--- src/rtl/dbs_pkg.sv ---
package dbs_pkg;
  localparam int SEL_W = 3;
  localparam logic [3:0] ADDR_HI = 4'b0101;

  typedef enum logic [2:0] {
    ST_IDLE,
    ST_ADDR,
    ST_CMD,
    ST_DATA,
    ST_SKIP
  } dbs_state_t;
endpackage

--- src/rtl/dbs_sync.sv ---
module dbs_sync #(
  parameter int STAGES = 2
) (
  input  logic clk,
  input  logic rst_n,
  input  logic scl_in,
  input  logic sda_in,
  output logic scl_s,
  output logic sda_s,
  output logic scl_rise,
  output logic scl_fall,
  output logic start_evt,
  output logic stop_evt
);
  logic [STAGES:0] scl_q;
  logic [STAGES:0] sda_q;
  logic scl_prev;
  logic sda_prev;

  always_ff @(posedge clk or negedge rst_n) begin
    if (!rst_n) begin
      scl_q <= '1;
      sda_q <= '1;
    end else begin
      scl_q <= {scl_q[STAGES-1:0], scl_in};
      sda_q <= {sda_q[STAGES-1:0], sda_in};
    end
  end

  assign scl_s    = scl_q[STAGES-1];
  assign sda_s    = sda_q[STAGES-1];
  assign scl_prev = scl_q[STAGES];
  assign sda_prev = sda_q[STAGES];

  assign scl_rise  = scl_s & ~scl_prev;
  assign scl_fall  = ~scl_s & scl_prev;
  assign start_evt = scl_s & scl_prev & ~sda_s & sda_prev;
  assign stop_evt  = scl_s & scl_prev & sda_s & ~sda_prev;
endmodule

--- src/rtl/dbs_frame.sv ---
module dbs_frame
  import dbs_pkg::*;
#(
  parameter int DW   = 8,
  parameter int CH_W = 3
) (
  input  logic             clk,
  input  logic             rst_n,
  input  logic             sda_s,
  input  logic             scl_rise,
  input  logic             scl_fall,
  input  logic             start_evt,
  input  logic             stop_evt,
  input  logic [SEL_W-1:0] addr_sel,
  output logic             sda_pull,
  output logic             wr_en,
  output logic [CH_W-1:0]  wr_chan,
  output logic [DW-1:0]    wr_data
);
  localparam logic [3:0] LAST_BIT = 4'(DW);
  localparam logic [3:0] ACK_BIT  = 4'(DW + 1);

  dbs_state_t      state;
  logic [3:0]      cnt;
  logic [DW-1:0]   shreg;
  logic [CH_W-1:0] chan_q;
  logic [DW-1:0]   data_q;
  logic            active;
  logic            addr_ok;

  assign active  = (state == ST_ADDR) || (state == ST_CMD) || (state == ST_DATA);
  assign addr_ok = (shreg[7:1] == {ADDR_HI, addr_sel}) && !shreg[0];

  always_ff @(posedge clk or negedge rst_n) begin
    if (!rst_n) begin
      state    <= ST_IDLE;
      cnt      <= '0;
      shreg    <= '0;
      chan_q   <= '0;
      data_q   <= '0;
      sda_pull <= 1'b0;
    end else if (start_evt) begin
      state    <= ST_ADDR;
      cnt      <= '0;
      sda_pull <= 1'b0;
    end else if (stop_evt) begin
      state    <= ST_IDLE;
      cnt      <= '0;
      sda_pull <= 1'b0;
    end else if (active && scl_rise) begin
      if (cnt < LAST_BIT) shreg <= {shreg[DW-2:0], sda_s};
      if (cnt != ACK_BIT) cnt <= cnt + 4'd1;
    end else if (active && scl_fall) begin
      if (cnt == LAST_BIT) begin
        case (state)
          ST_ADDR: begin
            if (addr_ok) sda_pull <= 1'b1;
            else state <= ST_SKIP;
          end
          ST_CMD: begin
            sda_pull <= 1'b1;
            chan_q   <= shreg[CH_W-1:0];
          end
          ST_DATA: begin
            sda_pull <= 1'b1;
            data_q   <= shreg;
          end
          default: ;
        endcase
      end else if (cnt == ACK_BIT) begin
        sda_pull <= 1'b0;
        cnt      <= '0;
        case (state)
          ST_ADDR: state <= ST_CMD;
          ST_CMD:  state <= ST_DATA;
          ST_DATA: state <= ST_CMD;
          default: ;
        endcase
      end
    end
  end

  assign wr_en   = scl_fall && (cnt == ACK_BIT) && (state == ST_DATA)
                   && !start_evt && !stop_evt;
  assign wr_chan = chan_q;
  assign wr_data = data_q;
endmodule

--- src/rtl/dbs_regs.sv ---
module dbs_regs #(
  parameter int NCH  = 8,
  parameter int DW   = 8,
  parameter int CH_W = 3
) (
  input  logic                    clk,
  input  logic                    rst_n,
  input  logic                    wr_en,
  input  logic [CH_W-1:0]         wr_chan,
  input  logic [DW-1:0]           wr_data,
  output logic [NCH-1:0][DW-1:0]  level
);
  for (genvar g = 0; g < NCH; g++) begin : g_chan
    always_ff @(posedge clk or negedge rst_n) begin
      if (!rst_n) level[g] <= '0;
      else if (wr_en && (wr_chan == CH_W'(g))) level[g] <= wr_data;
    end
  end
endmodule

--- src/rtl/dac_bus_slave.sv ---
module dac_bus_slave
  import dbs_pkg::*;
#(
  parameter int NCH         = 8,
  parameter int DW          = 8,
  parameter int SYNC_STAGES = 2
) (
  input  logic                   clk,
  input  logic                   rst_n,
  input  logic                   scl_in,
  input  logic                   sda_in,
  input  logic [SEL_W-1:0]       addr_sel,
  output logic                   sda_pull,
  output logic [NCH-1:0][DW-1:0] dac_level
);
  localparam int CH_W = $clog2(NCH);

  logic scl_s, sda_s, scl_rise, scl_fall, start_evt, stop_evt;
  logic            wr_en;
  logic [CH_W-1:0] wr_chan;
  logic [DW-1:0]   wr_data;

  dbs_sync #(.STAGES(SYNC_STAGES)) u_sync (
    .clk(clk), .rst_n(rst_n), .scl_in(scl_in), .sda_in(sda_in),
    .scl_s(scl_s), .sda_s(sda_s), .scl_rise(scl_rise), .scl_fall(scl_fall),
    .start_evt(start_evt), .stop_evt(stop_evt)
  );

  dbs_frame #(.DW(DW), .CH_W(CH_W)) u_frame (
    .clk(clk), .rst_n(rst_n), .sda_s(sda_s), .scl_rise(scl_rise),
    .scl_fall(scl_fall), .start_evt(start_evt), .stop_evt(stop_evt),
    .addr_sel(addr_sel), .sda_pull(sda_pull), .wr_en(wr_en),
    .wr_chan(wr_chan), .wr_data(wr_data)
  );

  dbs_regs #(.NCH(NCH), .DW(DW), .CH_W(CH_W)) u_regs (
    .clk(clk), .rst_n(rst_n), .wr_en(wr_en), .wr_chan(wr_chan),
    .wr_data(wr_data), .level(dac_level)
  );
endmodule

--- config.mk ---
export PLATFORM = sky130hd
export DESIGN_NAME = dac_bus_slave
export DESIGN_NICKNAME = d
export VERILOG_FILES = /design/src/rtl/dbs_pkg.sv /design/src/rtl/dbs_sync.sv /design/src/rtl/dbs_frame.sv /design/src/rtl/dbs_regs.sv /design/src/rtl/dac_bus_slave.sv
export SDC_FILE = /design/constraint.sdc
export NUM_CORES = 1
export LEC_CHECK = 0
export BUFFER_PORTS_ARGS = -buffer_cell sky130_fd_sc_hd__buf_2
export CELL_PAD_IN_SITES_DETAIL_PLACEMENT = 1
export CELL_PAD_IN_SITES_GLOBAL_PLACEMENT = 2
export CORE_MARGIN = 10
export CORE_UTILIZATION = 40
export CTS_BUF_LIST = sky130_fd_sc_hd__clkbuf_4 sky130_fd_sc_hd__clkbuf_8
export DETAILED_ROUTE_END_ITERATION = 16
export HOLD_SLACK_MARGIN = 0.05
export PLACE_DENSITY_LB_ADDON = 0.12
export SLEW_MARGIN = 40
export SYNTH_ARGS = -nofsm -noshare
export SYNTH_HDL_FRONTEND = slang
export SYNTH_SLANG_ARGS = --single-unit
--- constraint.sdc ---
create_clock -name clk -period 3.02 [get_ports clk]
set_clock_uncertainty 0.2 [all_clocks]
set_input_delay 0.604 -clock clk [delete_from_list [all_inputs] [get_ports clk]]
set_output_delay 0.604 -clock clk [all_outputs]
set_load 0.01 [all_outputs]
Word level (Yosys, flattened, before mapping)

Index checks and enable logic that the tools add are counted.
W data, S select, Z words.

Bits in registers: 97
Logic and storage cells: 111
Output and inout bits: 65
Input bits: 7

Muxes and demuxes: 24
Bitwise gates (word level): 14
Order comparisons: 1
Add/sub/neg operators: 1
Reductions and logical operators: 34
Equality and inequality tests: 21

Operators by type and width:

| operator              | number |
|---|---|
| $mux W4               | 7 |
| $mux W3               | 8 |
| $reduce_and A6 Y1     | 3 |
| $logic_and A1 B1 Y1   | 15 |
| $eq A3 B2 Y1 const B  | 4 |
| $eq A3 B3 Y1 const B  | 4 |
| $reduce_bool A4 Y1    | 3 |
| $ne A5 B2 Y1 const B  | 2 |
| $eq A4 B4 Y1 const B  | 2 |
| $ne A4 B1 Y1 const B  | 2 |
| $ne A4 B2 Y1 const B  | 2 |
| $reduce_and A4 Y1     | 2 |
| $and A1 B1 Y1         | 7 |
| $eq A7 B6 Y1          | 1 |
| $mux W1               | 7 |
| $not A1 Y1            | 7 |
| $eq A3 B1 Y1 const B  | 2 |
| $pmux W3 S2           | 1 |
| $reduce_and A5 Y1     | 1 |
| $reduce_bool A5 Y1    | 1 |
| $add A4 B1 Y4 const B | 1 |
| $lt A4 B4 Y1 const B  | 1 |
| $ne A4 B4 Y1 const B  | 1 |
| $reduce_or A2 Y1      | 2 |
| 6 further kinds       | 9 |

Depth between registers and ports, before layout

Depth after elaboration: 9
Mapped depth: 7
Mapped depth without buffers: 7

By module

A second synthesis with hierarchy kept.

Cell total of the unflattened synthesis: 255
Area total of the unflattened synthesis: 3926.3 um^2

Modules (own cells, without submodules):

| module    | instances | seq. area each (um^2) | cells each | area each (um^2) |
|---|---|---|---|---|
| dbs_regs  | 1         | 1601.5                | 143        | 2452.4 |
| dbs_frame | 1         | 675.6                 | 102        | 1283.7 |
| dbs_sync  | 1         | 157.7                 | 10         | 190.2 |

Least setup slack after synthesis

Ideal clock, no wire load.

Kind: reg-to-reg
From: register u_sync.scl_q[2]
To: register u_regs.level[48] (netlist bit)
Setup time: 0.125 ns
Cell stages (with the launch flop): 7
Required time: 2.695 ns
Setup slack: 0.702 ns
Buffers on the path: 1
Period minus slack after synthesis: 2.318 ns
Arrival: 1.994 ns
Cells stage by stage: dfstp_2 -> and4bb_1 -> nand4_1 -> or2_1 -> buf_6 -> nor3b_4 -> mux2_2

Longest elaborated chain between the ends: 7
Elaborated cells between the ends (all ways): 13
Classes of those cells: bitwise (6); reduce/logical (7)

RTL lines:

| item                           | line                           | source |
|---|---|---|
| start: declaration             | dbs_sync.sv:15                 | `logic [STAGES:0] scl_q;` |
| start signal: assignment       | dbs_sync.sv:25                 | `scl_q <= {scl_q[STAGES-1:0], scl_in};` |
| $and A1 B1 Y1                  | dbs_sync.sv:37, dbs_sync.sv:38 |  |
| $and A1 B1 Y1 (2 in a row)     | dbs_sync.sv:37                 | `assign start_evt = scl_s & scl_prev & ~sda_s & sda_prev;` |
| $logic_not A1 Y1               | dbs_frame.sv:84                | `&& !start_evt && !stop_evt;` |
| $logic_and A1 B1 Y1            | dbs_frame.sv:84                |  |
| $logic_and A1 B1 Y1 (*)        | dbs_frame.sv:84                |  |
| $logic_and A1 B1 Y1 (*)        | dbs_regs.sv:16                 | `else if (wr_en && (wr_chan == CH_W'(g))) level[g] <= wr_data;` |
| end signal: indexed assignment | dbs_regs.sv:16                 |  |
| end: declaration               | dbs_regs.sv:11                 | `output logic [NCH-1:0][DW-1:0] level` |

Every way passes the cells marked *; elsewhere a longest branch is shown, timed or not.
A chain may end at the register's enable or synchronous reset.

Worst setup path after layout

From: register u_sync.scl_q[2]
To: register u_regs.level[51] (netlist bit)

The elaborated chain is that of the path after synthesis.

==> results.json <==
{
  "port-buffer-count": 71,
  "fin_area_sq_mm": 0.00466,
  "first_global_vias": 2672,
  "crit_required_ns": 3.08,
  "cts_tree": "done",
  "num_rows": 36,
  "dp_cells": 465,
  "drtIter0Drc": 71,
  "placed_cell_area_sq_mm": 0.00445,
  "drive_above_1_share_pct": 53.0,
  "final_core_util_pct": 48.3,
  "syn_area_sq_mm": 0.00391,
  "powerDensity_mw_per_mm2": 553,
  "grt.overflow.total": 0,
  "path_class": "register to register",
  "ys_seq_area_share_pct": 62.2,
  "grt_pass1_wl_microns": 14800,
  "finalNetCount": 354,
  "r2r_setup_slack_ns": 0.47,
  "hp-class": "input port to register",
  "synthCells": 261,
  "layout.cells.non_filler": 482,
  "initial_core_util_pct": 40.6,
  "rr_worst_depth": 5,
  "synth_top_cell_by_area": "dfrtp_1",
  "crit_path_start_kind": "register",
  "dr.pass1.iters": 4,
  "clock-root-buffer": "clkbuf_8",
  "ys_top_cells_by_area": "dfrtp_1 (58%), mux2_2 (24%), dfstp_2 (4.0%)",
  "tightest_slew_ns": 0.728,
  "post-route-drc-count": 0,
  "numCtsBuffers": 9,
  "fp.coreArea_sq_mm": 0.00964,
  "status": "completed",
  "ir_drop_mv": 0.264,
  "rsz0062_at_grt": "no",
  "rr_endpoint": "u_regs.level[51]",
  "r2r-start": "u_sync.scl_q[2]",
  "finalSetupViolCount": 0,
  "ys.flop_type": "dfrtp_1",
  "synth_edf_count": 0,
  "routedWlPerCell_microns": 18.7,
  "arrival_ns": 2.62,
  "final_max_slew_viol_count": 0,
  "postSynthAreaPerCell_sq_um": 15.0,
  "clkTransAtPathRegs_ns": 0.10,
  "tns_ns": 0,
  "drt_wl_total_microns": 9000,
  "synthToLayoutAreaGrowth_pct": 19.0,
  "holdPathStages": 1,
  "power_leakage_uw": 0.00245,
  "crit_path_max_fanout": 8,
  "fmax_mhz": 392,
  "clk-insertion-delay-late_ns": 0.36,
  "hpwlAfterDp_microns": 6480,
  "io_pins": 72,
  "die_w_microns": 119,
  "synth_common_cells": "dfrtp_1 (91), mux2_2 (83), nor2_1 (8), inv_1 (7), nand2_1 (7)",
  "worstHoldStart": "sda_in",
  "die_height_microns": 119,
  "synth_top_cell_area_share_pct": 58.2,
  "synthArstFlopShare_pct": 100,
  "yosys_register_bits": 97,
  "min_to": "u_sync.sda_q[0]",
  "syn_nets": 271,
  "place_congestion": 0.764,
  "max_slew_margin_pct": 51.3,
  "vias": 2420,
  "grt_use_total_pct": 13.1,
  "ys_warn_count": 0,
  "htreeDepth": 3,
  "ant_nets": 0,
  "hold_viol_final": 0,
  "synth_cell_types": 36,
  "die_area_sq_mm": 0.0141,
  "grt_max_degree": 51,
  "drv_cap": 0,
  "fillCellCount": 1043,
  "p_total_uw": 2580,
  "antenna_cells": 0,
  "cts.sinks": 97,
  "period_needed_ns": 2.55,
  "min_period_over_period_pct": 84.5,
  "antenna_found_initial": 0,
  "yosysMostFrequentCell": "dfrtp_1",
  "critPathCaptureType": "register",
  "via_per_inst": 5.02,
  "cts_buffer_depth": 2,
  "ctsResizeCount": 0
}
worst max path at each step:
| stage | startpoint | endpoint | slack (ns) |
|---|---|---|---|
| 2_1_floorplan | u_sync.scl_q[2] | u_regs.level[48] | 0.70 |
| 3_3_place_gp | u_sync.scl_q[2] | u_regs.level[48] | 0.51 |
| 3_5_place_dp | u_sync.scl_q[2] | u_regs.level[51] | 0.44 |
| 4_1_cts | u_sync.scl_q[2] | u_regs.level[51] | 0.44 |
| 5_1_grt | u_sync.scl_q[2] | u_regs.level[51] | 0.35 |
| 6_report | u_sync.scl_q[2] | u_regs.level[51] | 0.47 |
area by class of cell:
type	count	area (sq um)	share of cell area [%]
Sequential cell	97	2430	52.3
Multi-Input combinational cell	154	1430	30.8
Timing Repair Buffer	75	403	8.65
Tap cell	133	166	3.57
Clock buffer	10	138	2.95
Clock inverter	6	56.3	1.21
Inverter	7	26.3	0.564
repair_timing:
action | 4_1_cts | 5_1_grt
setup buffers | 0 | 0
setup endpoints to repair | 0 | 0
endpoints found under the hold margin | 23 | 0
hold buffers | 1 | 0
where the power goes:
group | switching (uW) | internal [uW] | total (uW)
Clock | 483 | 341 | 824
Combinational | 143 | 130 | 273
Sequential | 101 | 1380 | 1480
Total | 727 | 1850 | 2580
layer usage:
layer  vias to the layer above  routed length, microns  track usage (%)
li1                       1103                       -                -
met1                      1252                    4040             16.2
met2                        51                    4370             21.5
met3                        14                     449             3.50
met4                         0                     146             5.27
met5                         -                       0                0
cell families after synthesis:
family | share of synthesized area [%]
xor gates and xnor gates | 1.34
AOI/OAI and AO/OA | 2.78
buffers and inverters | 1.15
adders and majority gates | 0.959
DFF | 62.2
and+or+nand+nor | 7.16
muxes | 24.4
stage by stage:
| step | setup WS, ns | hold WS (ns) |
|---|---|---|
| finish | 0.468 | 0.131 |
| CTS | 0.440 | 0.112 |
| global route | 0.355 | 0.108 |
| global placement | 0.510 | 0.148 |
| floorplan | 0.702 | 0.108 |
| detailed placement | 0.443 | 0.149 |
cells in the final DEF, fill, tap and decap left out, types with 3 or more instances in the layout:
cell / count
a21oi_1: 5
buf_2: 70
buf_4: 3
clkbuf_8: 10
dfrtp_1: 91
dfstp_2: 6
ha_1: 3
inv_1: 7
mux2_2: 83
nand2_1: 7
nand3_1: 6
nor2_1: 8
nor2b_1: 3
o21ai_0: 4
xor2_1: 4
state kept, by name, indices dropped and copies added (netlist names):
register          cells
u_frame.state         3
u_frame.wr_chan       3
u_sync.scl_q          3
u_frame.cnt           4
u_frame.sda_pull      1
u_sync.sda_q          3
u_regs.level         64
u_frame.shreg         8
u_frame.wr_data       8
critical path, stage by stage, from the launching register on:
cell      delay (ns)
dfstp_2         0.60
and4bb_1        0.25
nand4_1         0.18
or2_1           0.38
nor3b_4         0.45
mux2_2          0.39
No activity file was read; power rests on OpenSTA's default activity.
